**src/rtl/rtmr_pkg.sv**
```systemverilog
`timescale 1ns/1ps
package rtmr_pkg;
    typedef enum logic [1:0] {
        A_CTRL = 2'd0,
        A_CNT  = 2'd1,
        A_END  = 2'd2,
        A_BEG  = 2'd3
    } rtmr_addr_e;

    localparam logic [1:0] CS_SYS = 2'd1;
endpackage

```
**src/rtl/rtmr_prescale.sv**
```systemverilog
`timescale 1ns/1ps
module rtmr_prescale #(
    parameter int PS_W = 3
) (
    input  logic            clk_i,
    input  logic            rst_ni,
    input  logic            run_i,
    input  logic [PS_W-1:0] ps_i,
    output logic            tick_o
);
    localparam int DIV_W = (1 << PS_W) - 1;

    logic [DIV_W-1:0] div_d, div_q;
    logic [DIV_W-1:0] mask;

    always_comb begin
        mask   = (DIV_W'(1) << ps_i) - DIV_W'(1);
        tick_o = run_i && ((div_q & mask) == mask);
        div_d  = run_i ? div_q + DIV_W'(1) : '0;
    end

    always_ff @(posedge clk_i or negedge rst_ni) begin
        if (!rst_ni) div_q <= '0;
        else         div_q <= div_d;
    end


    tick_spacing_chk: assert property (@(posedge clk_i) disable iff (!rst_ni)
        (tick_o && ps_i != '0) |=> (!tick_o || ps_i != $past(ps_i)));
endmodule

```
**src/rtl/rtmr_shadow.sv**
```systemverilog
`timescale 1ns/1ps
module rtmr_shadow #(
    parameter int          W       = 16,
    parameter logic [W-1:0] RST_VAL = '0
) (
    input  logic         clk_i,
    input  logic         rst_ni,
    input  logic         wr_i,
    input  logic [W-1:0] wdata_i,
    input  logic         load_i,
    output logic [W-1:0] act_o
);
    typedef struct packed {
        logic [W-1:0] hold;
        logic [W-1:0] act;
    } shd_t;

    shd_t shd_d, shd_q;

    always_comb begin
        shd_d = shd_q;
        if (wr_i)   shd_d.hold = wdata_i;
        if (load_i) shd_d.act  = shd_q.hold;
    end

    always_ff @(posedge clk_i or negedge rst_ni) begin
        if (!rst_ni) shd_q <= '{hold: RST_VAL, act: RST_VAL};
        else         shd_q <= shd_d;
    end

    assign act_o = shd_q.act;


    act_frozen_chk: assert property (@(posedge clk_i) disable iff (!rst_ni)
        !load_i |=> $stable(act_o));

    act_copy_chk: assert property (@(posedge clk_i) disable iff (!rst_ni)
        (load_i && $past(wr_i) == 1'b0 && !wr_i) |=> act_o == $past(act_o) || act_o == shd_q.hold);
endmodule

```
**src/rtl/rtmr_count.sv**
```systemverilog
`timescale 1ns/1ps
module rtmr_count #(
    parameter int CNT_W = 16
) (
    input  logic             clk_i,
    input  logic             rst_ni,
    input  logic             tick_i,
    input  logic             load_i,
    input  logic [CNT_W-1:0] beg_i,
    input  logic [CNT_W-1:0] end_i,
    output logic [CNT_W-1:0] cnt_o,
    output logic             wrap_o
);
    logic [CNT_W-1:0] cnt_d, cnt_q;

    always_comb begin
        wrap_o = tick_i && !load_i && (cnt_q == end_i);
        cnt_d  = cnt_q;
        if (load_i)      cnt_d = beg_i;
        else if (wrap_o) cnt_d = beg_i;
        else if (tick_i) cnt_d = cnt_q + CNT_W'(1);
    end

    always_ff @(posedge clk_i or negedge rst_ni) begin
        if (!rst_ni) cnt_q <= '0;
        else         cnt_q <= cnt_d;
    end

    assign cnt_o = cnt_q;


    force_load_chk: assert property (@(posedge clk_i) disable iff (!rst_ni)
        load_i |=> cnt_o == $past(beg_i));

    step_up_chk: assert property (@(posedge clk_i) disable iff (!rst_ni)
        (tick_i && !load_i && cnt_o != end_i) |=> cnt_o == CNT_W'($past(cnt_o) + 1'b1));

    reload_chk: assert property (@(posedge clk_i) disable iff (!rst_ni)
        (tick_i && !load_i && cnt_o == end_i) |=> cnt_o == $past(beg_i));
endmodule

```
**src/rtl/rtmr_top.sv**
```systemverilog
`timescale 1ns/1ps
module rtmr_top #(
    parameter int DATA_W = 32,
    parameter int CNT_W  = 16,
    parameter int PS_W   = 3,
    parameter int CS_W   = 2
) (
    input  logic              clk_i,
    input  logic              rst_ni,
    input  logic              bus_sel_i,
    input  logic              bus_wr_i,
    input  logic [1:0]        bus_addr_i,
    input  logic [DATA_W-1:0] bus_wdata_i,
    output logic [DATA_W-1:0] bus_rdata_o,
    output logic              irq_o
);
    import rtmr_pkg::*;

    localparam int CS_LSB   = PS_W;
    localparam int IE_BIT   = CS_LSB + CS_W + 1;
    localparam int FLAG_BIT = IE_BIT + 1;
    localparam int N_SHD    = 2;

    typedef struct packed {
        logic [PS_W-1:0] ps;
        logic [CS_W-1:0] cs;
        logic            ie;
        logic            flag;
        logic            armed;
    } ctrl_t;

    ctrl_t ctrl_d, ctrl_q;

    logic wr_ctrl, rd_ctrl, wr_cnt, run, tick, wrap, unused_wdata;
    logic [N_SHD-1:0] shd_wr;
    logic [CNT_W-1:0] shd_act [N_SHD];
    logic [CNT_W-1:0] cnt;

    always_comb begin
        wr_ctrl   = bus_sel_i && bus_wr_i  && (bus_addr_i == A_CTRL);
        rd_ctrl   = bus_sel_i && !bus_wr_i && (bus_addr_i == A_CTRL);
        wr_cnt    = bus_sel_i && bus_wr_i  && (bus_addr_i == A_CNT);
        shd_wr[0] = bus_sel_i && bus_wr_i  && (bus_addr_i == A_END);
        shd_wr[1] = bus_sel_i && bus_wr_i  && (bus_addr_i == A_BEG);
        run       = (ctrl_q.cs == CS_W'(CS_SYS));
    end

    assign unused_wdata = ^bus_wdata_i;

    rtmr_prescale #(.PS_W(PS_W)) u_pre (
        .clk_i  (clk_i),
        .rst_ni (rst_ni),
        .run_i  (run),
        .ps_i   (ctrl_q.ps),
        .tick_o (tick)
    );

    for (genvar g = 0; g < N_SHD; g++) begin : g_shd
        rtmr_shadow #(
            .W       (CNT_W),
            .RST_VAL ((g == 0) ? {CNT_W{1'b1}} : {CNT_W{1'b0}})
        ) u_shd (
            .clk_i   (clk_i),
            .rst_ni  (rst_ni),
            .wr_i    (shd_wr[g]),
            .wdata_i (bus_wdata_i[CNT_W-1:0]),
            .load_i  (!run),
            .act_o   (shd_act[g])
        );
    end

    rtmr_count #(.CNT_W(CNT_W)) u_cnt (
        .clk_i  (clk_i),
        .rst_ni (rst_ni),
        .tick_i (tick),
        .load_i (wr_cnt),
        .beg_i  (shd_act[1]),
        .end_i  (shd_act[0]),
        .cnt_o  (cnt),
        .wrap_o (wrap)
    );

    always_comb begin
        ctrl_d = ctrl_q;
        if (rd_ctrl && ctrl_q.flag) ctrl_d.armed = 1'b1;
        if (wr_ctrl) begin
            ctrl_d.ps    = bus_wdata_i[PS_W-1:0];
            ctrl_d.cs    = bus_wdata_i[CS_LSB +: CS_W];
            ctrl_d.ie    = bus_wdata_i[IE_BIT];
            ctrl_d.armed = 1'b0;
            if (ctrl_q.armed && !bus_wdata_i[FLAG_BIT]) ctrl_d.flag = 1'b0;
        end
        if (wrap) ctrl_d.flag = 1'b1;
    end

    always_ff @(posedge clk_i or negedge rst_ni) begin
        if (!rst_ni) ctrl_q <= '0;
        else         ctrl_q <= ctrl_d;
    end

    always_comb begin
        bus_rdata_o = '0;
        case (bus_addr_i)
            A_CTRL: begin
                bus_rdata_o[PS_W-1:0]      = ctrl_q.ps;
                bus_rdata_o[CS_LSB +: CS_W] = ctrl_q.cs;
                bus_rdata_o[IE_BIT]        = ctrl_q.ie;
                bus_rdata_o[FLAG_BIT]      = ctrl_q.flag;
            end
            A_CNT:   bus_rdata_o = DATA_W'(cnt);
            A_END:   bus_rdata_o = DATA_W'(shd_act[0]);
            default: bus_rdata_o = DATA_W'(shd_act[1]);
        endcase
    end

    assign irq_o = ctrl_q.flag && ctrl_q.ie;


    flag_set_chk: assert property (@(posedge clk_i) disable iff (!rst_ni)
        wrap |=> ctrl_q.flag);

    set_wins_chk: assert property (@(posedge clk_i) disable iff (!rst_ni)
        (wrap && wr_ctrl) |=> irq_o == ctrl_q.ie && ctrl_q.flag);

    flag_noset_chk: assert property (@(posedge clk_i) disable iff (!rst_ni)
        (!ctrl_q.flag && !wrap) |=> !ctrl_q.flag);

    flag_keep_chk: assert property (@(posedge clk_i) disable iff (!rst_ni)
        (ctrl_q.flag && !(wr_ctrl && !bus_wdata_i[FLAG_BIT])) |=> ctrl_q.flag);

    halt_chk: assert property (@(posedge clk_i) disable iff (!rst_ni)
        (!run && !wr_cnt) |=> $stable(cnt));
endmodule

```
**config.mk**
```make
export PLATFORM = sky130hd
export DESIGN_NAME = rtmr_top
export DESIGN_NICKNAME = d
export VERILOG_FILES = /design/src/rtl/rtmr_pkg.sv /design/src/rtl/rtmr_prescale.sv /design/src/rtl/rtmr_shadow.sv /design/src/rtl/rtmr_count.sv /design/src/rtl/rtmr_top.sv
export SDC_FILE = /design/constraint.sdc
export NUM_CORES = 1
export LEC_CHECK = 0
export CAP_MARGIN = 5
export CORE_UTILIZATION = 36
export CTS_CLUSTER_SIZE = 25
export DETAILED_ROUTE_END_ITERATION = 10
export GPL_ROUTABILITY_DRIVEN = 0
export GPL_TIMING_DRIVEN = 0
export PLACE_DENSITY = 0.67
export SLEW_MARGIN = 20
export SYNTH_ARGS = -nofsm -noshare
export SYNTH_HDL_FRONTEND = slang
export SYNTH_SLANG_ARGS = --single-unit
```
**constraint.sdc**
```tcl
create_clock -name clk_i -period 3.08 [get_ports clk_i]
set_input_delay 0.616 -clock clk_i [delete_from_list [all_inputs] [get_ports clk_i]]
set_output_delay 0.616 -clock clk_i [all_outputs]
set_load 0.05 [all_outputs]
```
==> results of run 1 <==
power breakdown:
group / internal (mW) / switching, mW
registers: 1.68 / 0.328
logic: 0.645 / 0.806
clock network: 0.712 / 0.473
total: 3.04 / 1.61
synthesized netlist by cell type (all sizes together) (9+ instances only):
library cell | n | area share, %
mux2 | 75 | 17
a211oi | 9 | 1.4
nand2 | 26 | 2.0
nand3 | 12 | 1.3
inv | 10 | 0.76
xor2 | 18 | 3.2
o21ai | 11 | 1.1
dfrtp | 63 | 32
nor4 | 10 | 1.3
nor2 | 15 | 1.1
dfstp | 32 | 17
clkbuf | 19 | 1.5
buf | 21 | 3.1
a22o | 10 | 1.8
routing by layer:
metal	GRT usage, %	up-vias	routed length, um
met4	6.804	0	241
met1	24.70	1768	5268
met2	27.49	127	5315
met5	0	-	0
li1	-	1630	-
met3	3.879	20	671
cells in the final DEF, fill, tap and decap left out, types with 9 or more instances in the layout:
| cell type | instances |
|---|---|
| sky130_fd_sc_hd__mux2_2 | 75 |
| sky130_fd_sc_hd__nand3_1 | 11 |
| sky130_fd_sc_hd__nor4_1 | 10 |
| sky130_fd_sc_hd__dfstp_2 | 32 |
| sky130_fd_sc_hd__nand2_1 | 26 |
| sky130_fd_sc_hd__xor2_1 | 18 |
| sky130_fd_sc_hd__clkdlybuf4s50_1 | 21 |
| sky130_fd_sc_hd__o21ai_0 | 10 |
| sky130_fd_sc_hd__dlygate4sd2_1 | 11 |
| sky130_fd_sc_hd__clkbuf_1 | 13 |
| sky130_fd_sc_hd__buf_4 | 17 |
| sky130_fd_sc_hd__inv_1 | 10 |
| sky130_fd_sc_hd__clkbuf_16 | 9 |
| sky130_fd_sc_hd__conb_1 | 16 |
| sky130_fd_sc_hd__a211oi_1 | 9 |
| sky130_fd_sc_hd__nor2_1 | 15 |
| sky130_fd_sc_hd__dfrtp_1 | 63 |
| sky130_fd_sc_hd__a22o_1 | 10 |
area by class of cell:
cell class	instances	area, sq um
Fill cell	1265	7353
Sequential cell	95	2417
Multi-Input combinational cell	287	2308
Timing Repair Buffer	39	389.1
Buffer	40	246.5
Clock buffer	9	225.2
Tap cell	176	220.2
Clock inverter	7	97.59
Inverter	10	37.54
cells by family (layout without fill, tap and decap cells):
kind of cell / count (synthesis) / in the layout / share of synthesized area, %
buffers and inverters: 50 / 105 / 5.292
DFF: 95 / 95 / 49.16
AOI/OAI and AO/OA: 59 / 59 / 8.957
other: 1 / 16 / 0.07626
muxes: 83 / 83 / 20.59
xor gates and xnor gates: 21 / 21 / 3.741
and+or+nand+nor: 105 / 105 / 11.42
adders and majority gates: 3 / 3 / 0.7634
stage by stage:
stage	instance area (sq um)	TNS (ns)
2_1_floorplan	4974	0
3_5_place_dp	5603	-19.95
3_3_place_gp	5574	-172.83
5_1_grt	5942	-0.08083
6_report	5942	0
4_1_cts	5936	-0.07601
repair_timing:
action,in CTS,in global routing
endpoints found under the setup margin,27,18
gates resized for setup,33,10
hold buffers,0,0
worst min path at each step:
stage                                   startpoint  slack (ns)                       end
after floorplan                             rst_ni        0.32                 ctrl_q[0]
after global placement    g_shd[1].u_shd.shd_q[25]        0.47   g_shd[1].u_shd.act_o[9]
after detailed placement                    rst_ni        0.47  g_shd[1].u_shd.act_o[11]
after CTS                                   rst_ni        0.10  g_shd[1].u_shd.act_o[11]
after global routing                        rst_ni        0.11  g_shd[1].u_shd.shd_q[29]
final                                       rst_ni        0.11  g_shd[1].u_shd.act_o[11]
state kept, by name, indices dropped and copies added (netlist names):
register	flops
ctrl_q	8
g_shd.u_shd.act_o	32
g_shd.u_shd.shd_q	32
u_cnt.cnt_o	16
u_pre.div_q	7
==> results.rst, run 1 <==
.. list-table::
   :header-rows: 1

   * - Metric
     - Value
   * - Hold crit path type
     - input port to async pin
   * - Number of nets in the layout
     - between 500 and 600
   * - Via count normalized by instance count
     - 5.347
   * - Post-synthesis register bit count
     - 95
   * - Maximum fanout along the worst path
     - 10
   * - Avg Inst Size Synth
     - roughly 12 sq um
   * - Via count of the first global-routing pass
     - 3665
   * - Share of the core filled with cells
     - 44.69%
   * - Mean routed wirelength per cell
     - approximately 17 um
   * - Port buffer count
     - 38
   * - Count of different cell masters after synthesis
     - 52
   * - Cell chain of the critical path
     - clkdlybuf4s50_1 > clkbuf_4 > buf_6 > mux2_2 > a22o_1 > clkdlybuf4s15_2
   * - Clk Latency, worst-skew pair
     - ~0.34 ns
   * - CTS tree
     - built
   * - Number of max-capacitance violations reported
     - 0
   * - Die outline area
     - 14130 sq um
   * - Worst slack at placement
     - -1.005 ns
   * - Clock sink count
     - 95
   * - Initial DRC Count
     - 312
   * - Worst Max-Slew Pin Slew
     - between 0.8 and 0.9 ns
   * - Number of H-tree branching levels
     - 3
   * - Area growth from synthesis to final layout
     - 20.84%
   * - Final Hold Violating Endpoints
     - 0
   * - Peak supply drop
     - 351.2 uV
   * - Total clock buffers created by CTS
     - 9
   * - Final worst hold slack
     - roughly 0.11 ns
   * - Residual DRC
     - 0
   * - Final worst slack
     - 0.07742 ns
   * - Global router's overall resource usage
     - 17.90%
   * - Largest delay contributor family on the critical path
     - buffers and inverters
   * - Post-Synthesis Cell Area
     - 4917 sq um
   * - Critical path startpoint
     - bus_addr_i[0]
   * - Slowest library cell on the worst path
     - sky130_fd_sc_hd__clkdlybuf4s50_1
   * - Critical path class
     - input port to output pin
   * - ANT nets after route
     - 0
   * - Total instance count after detailed placement
     - 647
   * - Pins over their slew limit
     - 0
   * - Static Leakage
     - 2.535 nW
   * - Number of enable-type register cells in the synthesized netlist
     - 0
   * - Critical path capture point
     - bus_rdata_o[13]
   * - Setup slack of the most critical reg-to-reg path
     - between 0.1 and 0.15 ns
   * - Initial Util
     - between 30% and 40%
   * - Sequential cell area fraction in the yosys report
     - 49.16%
   * - RSZ-0062 raised after global routing
     - true
   * - Number of top-level pins
     - just over 70
   * - Post-CTS setup buffer count
     - 0
   * - Wire length of the first global-routing pass
     - roughly 19 mm
   * - Async set-or-reset flop fraction in the synthesized netlist
     - 100.0%
   * - Vertical die dimension
     - roughly 120 um
   * - Number of warnings reported in the yosys synthesis log
     - 0
   * - Total detailed-routing wirelength
     - 11.50 mm
   * - Maximum number of pins on one net before global-route repair
     - roughly 80
   * - Row Count
     - between 40 and 50
   * - Kind of end point of the critical path
     - output pin
   * - Share of layout cells above drive strength 1
     - 35.11%
   * - Post-layout instance count excluding filler cells
     - 663
   * - Category of the worst setup path launch point
     - input port
   * - Crit path largest cell delay
     - 0.46 ns
   * - CP arrival
     - 2.39 ns
   * - Clk Tree Root Cell
     - sky130_fd_sc_hd__clkbuf_16
   * - CP Buf/Inv Count
     - 4
   * - Critical path data required time
     - around 2.5 ns
   * - Startpoint of the most critical register-to-register path
     - ctrl_q[6]
   * - Antenna violations before repair
     - 0
   * - Standard cell core area
     - 13300 sq um
   * - Horiz. Die Dim
     - 118.9 um
   * - Clock transition time at the flip-flop clock pins of the worst setup and hold paths
     - about 0.060 ns
   * - Final clock period utilization by the worst path
     - 97.49%
   * - Power per cell area
     - between 700 and 800 nW/um^2
   * - Maximum clock frequency
     - 333.0 MHz
   * - Total number of vias
     - 3545
   * - Final HPWL from detailed placement
     - 8.181 mm
   * - Logic depth of the worst path, buffers included
     - 6
   * - Count of mapped cells out of synthesis
     - ~420
   * - Worst Reg-to-Reg Cells
     - 10
   * - Total Power
     - approximately 4.6 mW
   * - Most instantiated flip-flop cell in the synthesis netlist
     - sky130_fd_sc_hd__dfrtp_1
   * - Number of antenna repair diodes
     - 0
   * - CTS max path bufs
     - 2
   * - Global route total overflow
     - 0
   * - DR pass1 iterations
     - 5
   * - Fin Clk Skew
     - 0.007348 ns
   * - Number of setup violations in the final report
     - 0
   * - Remaining max-slew budget at the tightest pin
     - 46.29%
   * - Clock period minus final worst setup slack
     - approximately 3 ns
   * - Run status
     - completed
   * - Reg2reg end
     - u_cnt.cnt_o[12]
(Power assumes the default switching activity.)
==> inputs of run 2 (changes only) <==
CORE_MARGIN = 4   (was default)
SKIP_CTS_REPAIR_TIMING = 1   (was default)
==> run 2 against run 1 <==
  * Die area up 10%
  * Utilization up 0.19 points
  * Sequential power about the same
  * Fmax up 0.99%
  * Via count up 0.71%
  * Worst setup slack better by 0.029 ns
  * Sequential share of layout area down 0.17 points
  * Critical path depth up 4
  * Largest cell class unchanged
==> results.rst, run 2 (synthesized netlist as in run 1, its figures left out) <==
.. list-table::
   :header-rows: 1

   * - Metric
     - Value
   * - Via count normalized by instance count
     - 5.385
   * - Setup slack of the most critical reg-to-reg path
     - 0.11 ns
   * - Clk Latency, worst-skew pair
     - around 0.35 ns
   * - Total number of vias
     - 3570
   * - Wire length of the first global-routing pass
     - 19.42 mm
   * - Worst slack at placement
     - -0.9830 ns
   * - Area growth from synthesis to final layout
     - 21.35%
   * - Worst Max-Slew Pin Slew
     - 0.8222 ns
   * - Final HPWL from detailed placement
     - 8.354 mm
   * - Cell chain of the critical path
     - clkbuf_4 > or3_1 > ha_1 > and2_1 > o21ai_2 > a21oi_2 > or4b_4 > buf_6 > or4_1 > o311ai_1
   * - Slowest library cell on the worst path
     - sky130_fd_sc_hd__or4b_4
   * - Final worst slack
     - 0.1068 ns
   * - Standard cell core area
     - ~13000 sq um
   * - CTS max path bufs
     - 2
   * - Category of the worst setup path launch point
     - flip-flop
   * - Most common library cell in the layout ignoring fill and taps
     - sky130_fd_sc_hd__mux2_2
   * - Final worst hold slack
     - 0.1031 ns
   * - Critical path data required time
     - 3.33 ns
   * - Number of top-level pins
     - approximately 70
   * - Power per cell area
     - 783.3 nW/um^2
   * - Die outline area
     - 15590 sq um
   * - Number of antenna repair diodes
     - 0
   * - Share of layout cells above drive strength 1
     - 34.91%
   * - Clock sink count
     - 95
   * - Maximum number of pins on one net before global-route repair
     - 78
   * - Maximum fanout along the worst path
     - 10
   * - CTS tree
     - built
   * - Fin Clk Skew
     - 0.005688 ns
   * - ANT nets after route
     - 0
   * - Logic depth of the worst path, buffers included
     - 10
   * - Total clock buffers created by CTS
     - 9
   * - Residual DRC
     - 0
   * - Critical path startpoint
     - ctrl_q[6]
   * - Peak supply drop
     - 279.4 uV
   * - Startpoint of the most critical register-to-register path
     - ctrl_q[6]
   * - Initial Util
     - 36.98%
   * - Crit path largest cell delay
     - 0.55 ns
   * - Total Power
     - 4.674 mW
   * - Row Count
     - 42
   * - CP arrival
     - between 3 and 4 ns
   * - DR pass1 iterations
     - 7
   * - Clock period minus final worst setup slack
     - 2.973 ns
   * - Number of setup violations in the final report
     - 0
   * - Port buffer count
     - 38
   * - Number of max-capacitance violations reported
     - 0
   * - Vertical die dimension
     - 124.9 um
   * - Worst Reg-to-Reg Cells
     - 10
   * - Hold crit path type
     - input port to async pin
   * - Global route total overflow
     - 0
   * - Number of H-tree branching levels
     - 3
   * - Static Leakage
     - about 2.6 nW
   * - Clk Tree Root Cell
     - sky130_fd_sc_hd__clkbuf_16
   * - Pins over their slew limit
     - 0
   * - Maximum clock frequency
     - 336.3 MHz
   * - Horiz. Die Dim
     - 124.9 um
   * - Kind of end point of the critical path
     - flip-flop
   * - Remaining max-slew budget at the tightest pin
     - 45.19%
   * - Antenna violations before repair
     - 0
   * - Reg2reg end
     - u_cnt.cnt_o[12]
   * - Total detailed-routing wirelength
     - 11.87 mm
   * - Setup Total Neg Slack
     - 0 ns
   * - Run status
     - completed
   * - Most frequent cells in the layout
     - sky130_fd_sc_hd__mux2_2, sky130_fd_sc_hd__dfrtp_1, sky130_fd_sc_hd__dfstp_2
   * - Via count of the first global-routing pass
     - 3598
   * - Final Hold Violating Endpoints
     - 0
   * - Clock transition time at the flip-flop clock pins of the worst setup and hold paths
     - 0.06 ns
   * - Global router's overall resource usage
     - 15.37%
   * - CP Buf/Inv Count
     - 2
   * - Critical path class
     - flip-flop to flip-flop
   * - Final clock period utilization by the worst path
     - 96.53%
   * - Largest delay contributor family on the critical path
     - simple AND/OR/NAND/NOR gates
   * - Mean routed wirelength per cell
     - 17.90 um
   * - Initial DRC Count
     - 303
   * - Number of nets in the layout
     - 523
   * - Critical path capture point
     - u_cnt.cnt_o[12]
run 2: how the worst min path moves through the flow:
stage / startpoint / to / slack [ns]
2_1_floorplan: rst_ni / ctrl_q[0] / 0.32
3_3_place_gp: g_shd[1].u_shd.shd_q[25] / g_shd[1].u_shd.act_o[9] / 0.47
3_5_place_dp: rst_ni / g_shd[1].u_shd.act_o[11] / 0.47
4_1_cts: rst_ni / g_shd[1].u_shd.shd_q[30] / 0.10
5_1_grt: rst_ni / g_shd[1].u_shd.shd_q[29] / 0.11
6_report: rst_ni / g_shd[1].u_shd.act_o[13] / 0.10
run 2: stage by stage:
step,area [sq um],util (%),instances
after floorplan,4974,-,432
after global placement,5574,41.93,646
after detailed placement,5603,42.14,647
after CTS,5917,44.50,663
after global routing,5967,44.88,663
final,5967,44.88,663
run 2: power breakdown:
part	internal [mW]	leakage, nW	total (mW)	switching [mW]
registers	1.68	1.11	2.01	0.334
logic	0.671	1.39	1.48	0.806
clock network	0.709	0.148	1.18	0.476
total	3.06	2.65	4.67	1.62
run 2: final cells by class:
| class | instances | area, sq um |
|---|---|---|
| Inverter | 10 | 37.54 |
| Buffer | 40 | 246.5 |
| Clock inverter | 6 | 85.08 |
| Tap cell | 176 | 220.2 |
| Clock buffer | 10 | 229.0 |
| Sequential cell | 95 | 2417 |
| Multi-Input combinational cell | 287 | 2312 |
| Fill cell | 1224 | 7328 |
| Timing Repair Buffer | 39 | 419.2 |
run 2: metal layers:
metal,global-route usage [%],up-vias,routed length [um]
met2,24.24,139,5666
met4,5.166,0,241
met1,21.16,1785,5271
met5,0,-,0
met3,3.173,22,688
li1,-,1624,-
==> inputs of run 3 (changes only) <==
CORE_MARGIN = default   (was 4)
CORE_UTILIZATION = 55   (was 36)
PLACE_DENSITY = 0.91   (was 0.67)
==> run 3 against run 2 <==
  * Worst setup slack lost 0.032 ns
  * Design area shrank 3.5%
  * Critical path depth down 4
  * Clock-buffer cell count is 2 higher
  * Utilization grew 21 points
  * Total power shrank 7.5%
  * Fmax shrank 1.1%
  * Die area down 40%
  * Register-to-register slack lost 0.03 ns
  * Clock power is 32% lower
  * Combinational power hardly changed
  * Critical endpoint is now bus_rdata_o[13]
==> results.rst, run 3 (synthesized netlist as in run 1, its figures left out) <==
.. list-table::
   :header-rows: 1

   * - Metric
     - Value
   * - Run status
     - completed
   * - Port buffer count
     - 38
   * - ANT nets after route
     - 0
   * - Maximum clock frequency
     - 332.7 MHz
   * - Critical path data required time
     - 2.46 ns
   * - Critical path class
     - input port to output pin
   * - Post-layout instance count excluding filler cells
     - 595
   * - Clk Latency, worst-skew pair
     - 0.36 ns
   * - CTS tree
     - built
   * - Most frequent cells in the layout
     - sky130_fd_sc_hd__mux2_2, sky130_fd_sc_hd__dfrtp_1, sky130_fd_sc_hd__dfstp_2
   * - Vertical die dimension
     - 96.56 um
   * - Final HPWL from detailed placement
     - between 8 and 9 mm
   * - Number of setup violations in the final report
     - 0
   * - CTS max path bufs
     - 2
   * - Kind of end point of the critical path
     - output pin
   * - Initial Util
     - between 50% and 60%
   * - Antenna violations before repair
     - 0
   * - Slowest library cell on the worst path
     - sky130_fd_sc_hd__clkdlybuf4s50_1
   * - Area growth from synthesis to final layout
     - 17.10%
   * - Pins over their slew limit
     - 0
   * - Clock transition time at the flip-flop clock pins of the worst setup and hold paths
     - 0.09 ns
   * - Final clock period utilization by the worst path
     - a little over nine tenths
   * - Total detailed-routing wirelength
     - approximately 12 mm
   * - Standard cell core area
     - about 8700 sq um
   * - Total instance count after detailed placement
     - 579
   * - Via count normalized by instance count
     - 6.247
   * - Worst Reg-to-Reg Cells
     - 10
   * - Clock period minus final worst setup slack
     - 3.006 ns
   * - Total clock buffers created by CTS
     - 9
   * - Residual DRC
     - 0
   * - Setup slack of the most critical reg-to-reg path
     - 0.08 ns
   * - Number of H-tree branching levels
     - 3
   * - Most common library cell in the layout ignoring fill and taps
     - sky130_fd_sc_hd__mux2_2
   * - Maximum fanout along the worst path
     - 10
   * - Die outline area
     - 9323 sq um
   * - Initial DRC Count
     - between 300 and 400
   * - Number of max-capacitance violations reported
     - 0
   * - Fin Clk Skew
     - around 0.009 ns
   * - Row Count
     - 34
   * - DR pass1 iterations
     - 5
   * - Mean routed wirelength per cell
     - 19.72 um
   * - Via count of the first global-routing pass
     - roughly 3600
   * - Worst slack at placement
     - -1.023 ns
   * - Cell chain of the critical path
     - clkdlybuf4s50_1 > clkbuf_4 > buf_4 > mux2_2 > a22o_1 > clkbuf_2
   * - Crit path largest cell delay
     - 0.48 ns
   * - Static Leakage
     - 2.586 nW
   * - CP arrival
     - 2.39 ns
   * - Number of antenna repair diodes
     - 0
   * - Number of nets in the layout
     - ~520
   * - Peak supply drop
     - 459.0 uV
   * - Remaining max-slew budget at the tightest pin
     - 45.40%
   * - Total number of vias
     - 3717
   * - Reg2reg end
     - u_cnt.cnt_o[12]
   * - Startpoint of the most critical register-to-register path
     - ctrl_q[5]
   * - CP Buf/Inv Count
     - 4
   * - Number of filler instances in the final layout
     - 663
   * - Maximum number of pins on one net before global-route repair
     - 57
   * - Critical path startpoint
     - bus_addr_i[0]
   * - Horiz. Die Dim
     - 96.56 um
   * - Logic depth of the worst path, buffers included
     - 6
   * - Global route total overflow
     - 0
   * - Final Hold Violating Endpoints
     - 0
   * - Clk Tree Root Cell
     - sky130_fd_sc_hd__clkbuf_8
   * - Category of the worst setup path launch point
     - input port
   * - Clock sink count
     - 95
   * - Hold crit path type
     - input port to async pin
   * - Wire length of the first global-routing pass
     - 18.29 mm
   * - Global router's overall resource usage
     - 26.58%
   * - Critical path capture point
     - bus_rdata_o[13]
   * - Number of top-level pins
     - between 70 and 80
   * - Worst Max-Slew Pin Slew
     - 0.8190 ns
   * - Share of layout cells above drive strength 1
     - 34.70%
   * - Final worst slack
     - 0.07426 ns
   * - Power per cell area
     - between 700 and 800 nW/um^2
   * - Largest delay contributor family on the critical path
     - buffers and inverters
## run 3: cell types whose count changed in the layout (fill, tap and decap cells not counted), moves of 2 or more
cell and delta:
sky130_fd_sc_hd__clkbuf_1 +2, sky130_fd_sc_hd__clkbuf_16 -9, sky130_fd_sc_hd__buf_4 +2, sky130_fd_sc_hd__clkbuf_8 +9
## run 3: how the worst min path moves through the flow
stage / startpoint / end / slack (ns) / cells after the start
2_1_floorplan: rst_ni / ctrl_q[0] / 0.32 / 0
3_3_place_gp: g_shd[1].u_shd.shd_q[24] / g_shd[1].u_shd.act_o[8] / 0.47 / 2
3_5_place_dp: g_shd[1].u_shd.shd_q[30] / g_shd[1].u_shd.act_o[14] / 0.49 / 1
4_1_cts: rst_ni / g_shd[1].u_shd.shd_q[19] / 0.33 / 1
5_1_grt: rst_ni / g_shd[1].u_shd.shd_q[19] / 0.35 / 1
6_report: rst_ni / g_shd[1].u_shd.shd_q[17] / 0.30 / 1
## run 3: cell type report
type / count / area [sq um] / share of cell area (%)
plain buffers: 40 / 246.5 / 4.281
multi-input cells: 287 / 2331 / 40.48
clock buffers: 12 / 135.1 / 2.347
repair buffers: 39 / 407.9 / 7.084
well taps: 108 / 135.1 / 2.347
flip-flops and latches: 95 / 2417 / 41.98
inverters: 10 / 37.54 / 0.6519
clock inverters: 4 / 47.55 / 0.8257
## run 3: report_power, final
part	total, mW	internal, mW	switching [mW]	leakage, nW
Sequential	2.02	1.68	0.340	1.11
Combinational	1.51	0.676	0.834	1.39
Clock	0.798	0.374	0.424	0.0904
## run 3: per-stage QoR
| step | util [%] | setup TNS, ns | power, mW | hold WS [ns] | cell area (sq um) |
|---|---|---|---|---|---|
| finish | 66.35 | 0 | 4.323 | 0.3042 | 5758 |
| global route | 66.35 | -0.02622 | 4.508 | 0.3487 | 5758 |
| CTS | 65.56 | -16.30 | 4.290 | 0.3274 | 5689 |
| detailed placement | 63.45 | -18.55 | 3.491 | 0.4889 | 5507 |
| global placement | 63.25 | -154.32 | 3.413 | 0.4689 | 5489 |
| floorplan | - | 0 | 3.011 | 0.3204 | 4974 |
## run 3: worst reg2reg max path, delay by kind of cell (launching register included)
family	cells	cell delay, ns
and+or+nand+nor	6	1.70
DFF	1	0.47
adders and majority gates	1	0.32
buffers and inverters	2	0.31
AOI/OAI and AO/OA	1	0.10
## run 3: metal layers
metal / part of all wire (%) / global-route usage [%]
met1: 41 / 35.02
met2: 50 / 43.43
met5: 0 / 0
met4: 2.8 / 11.52
met3: 6.3 / 4.538
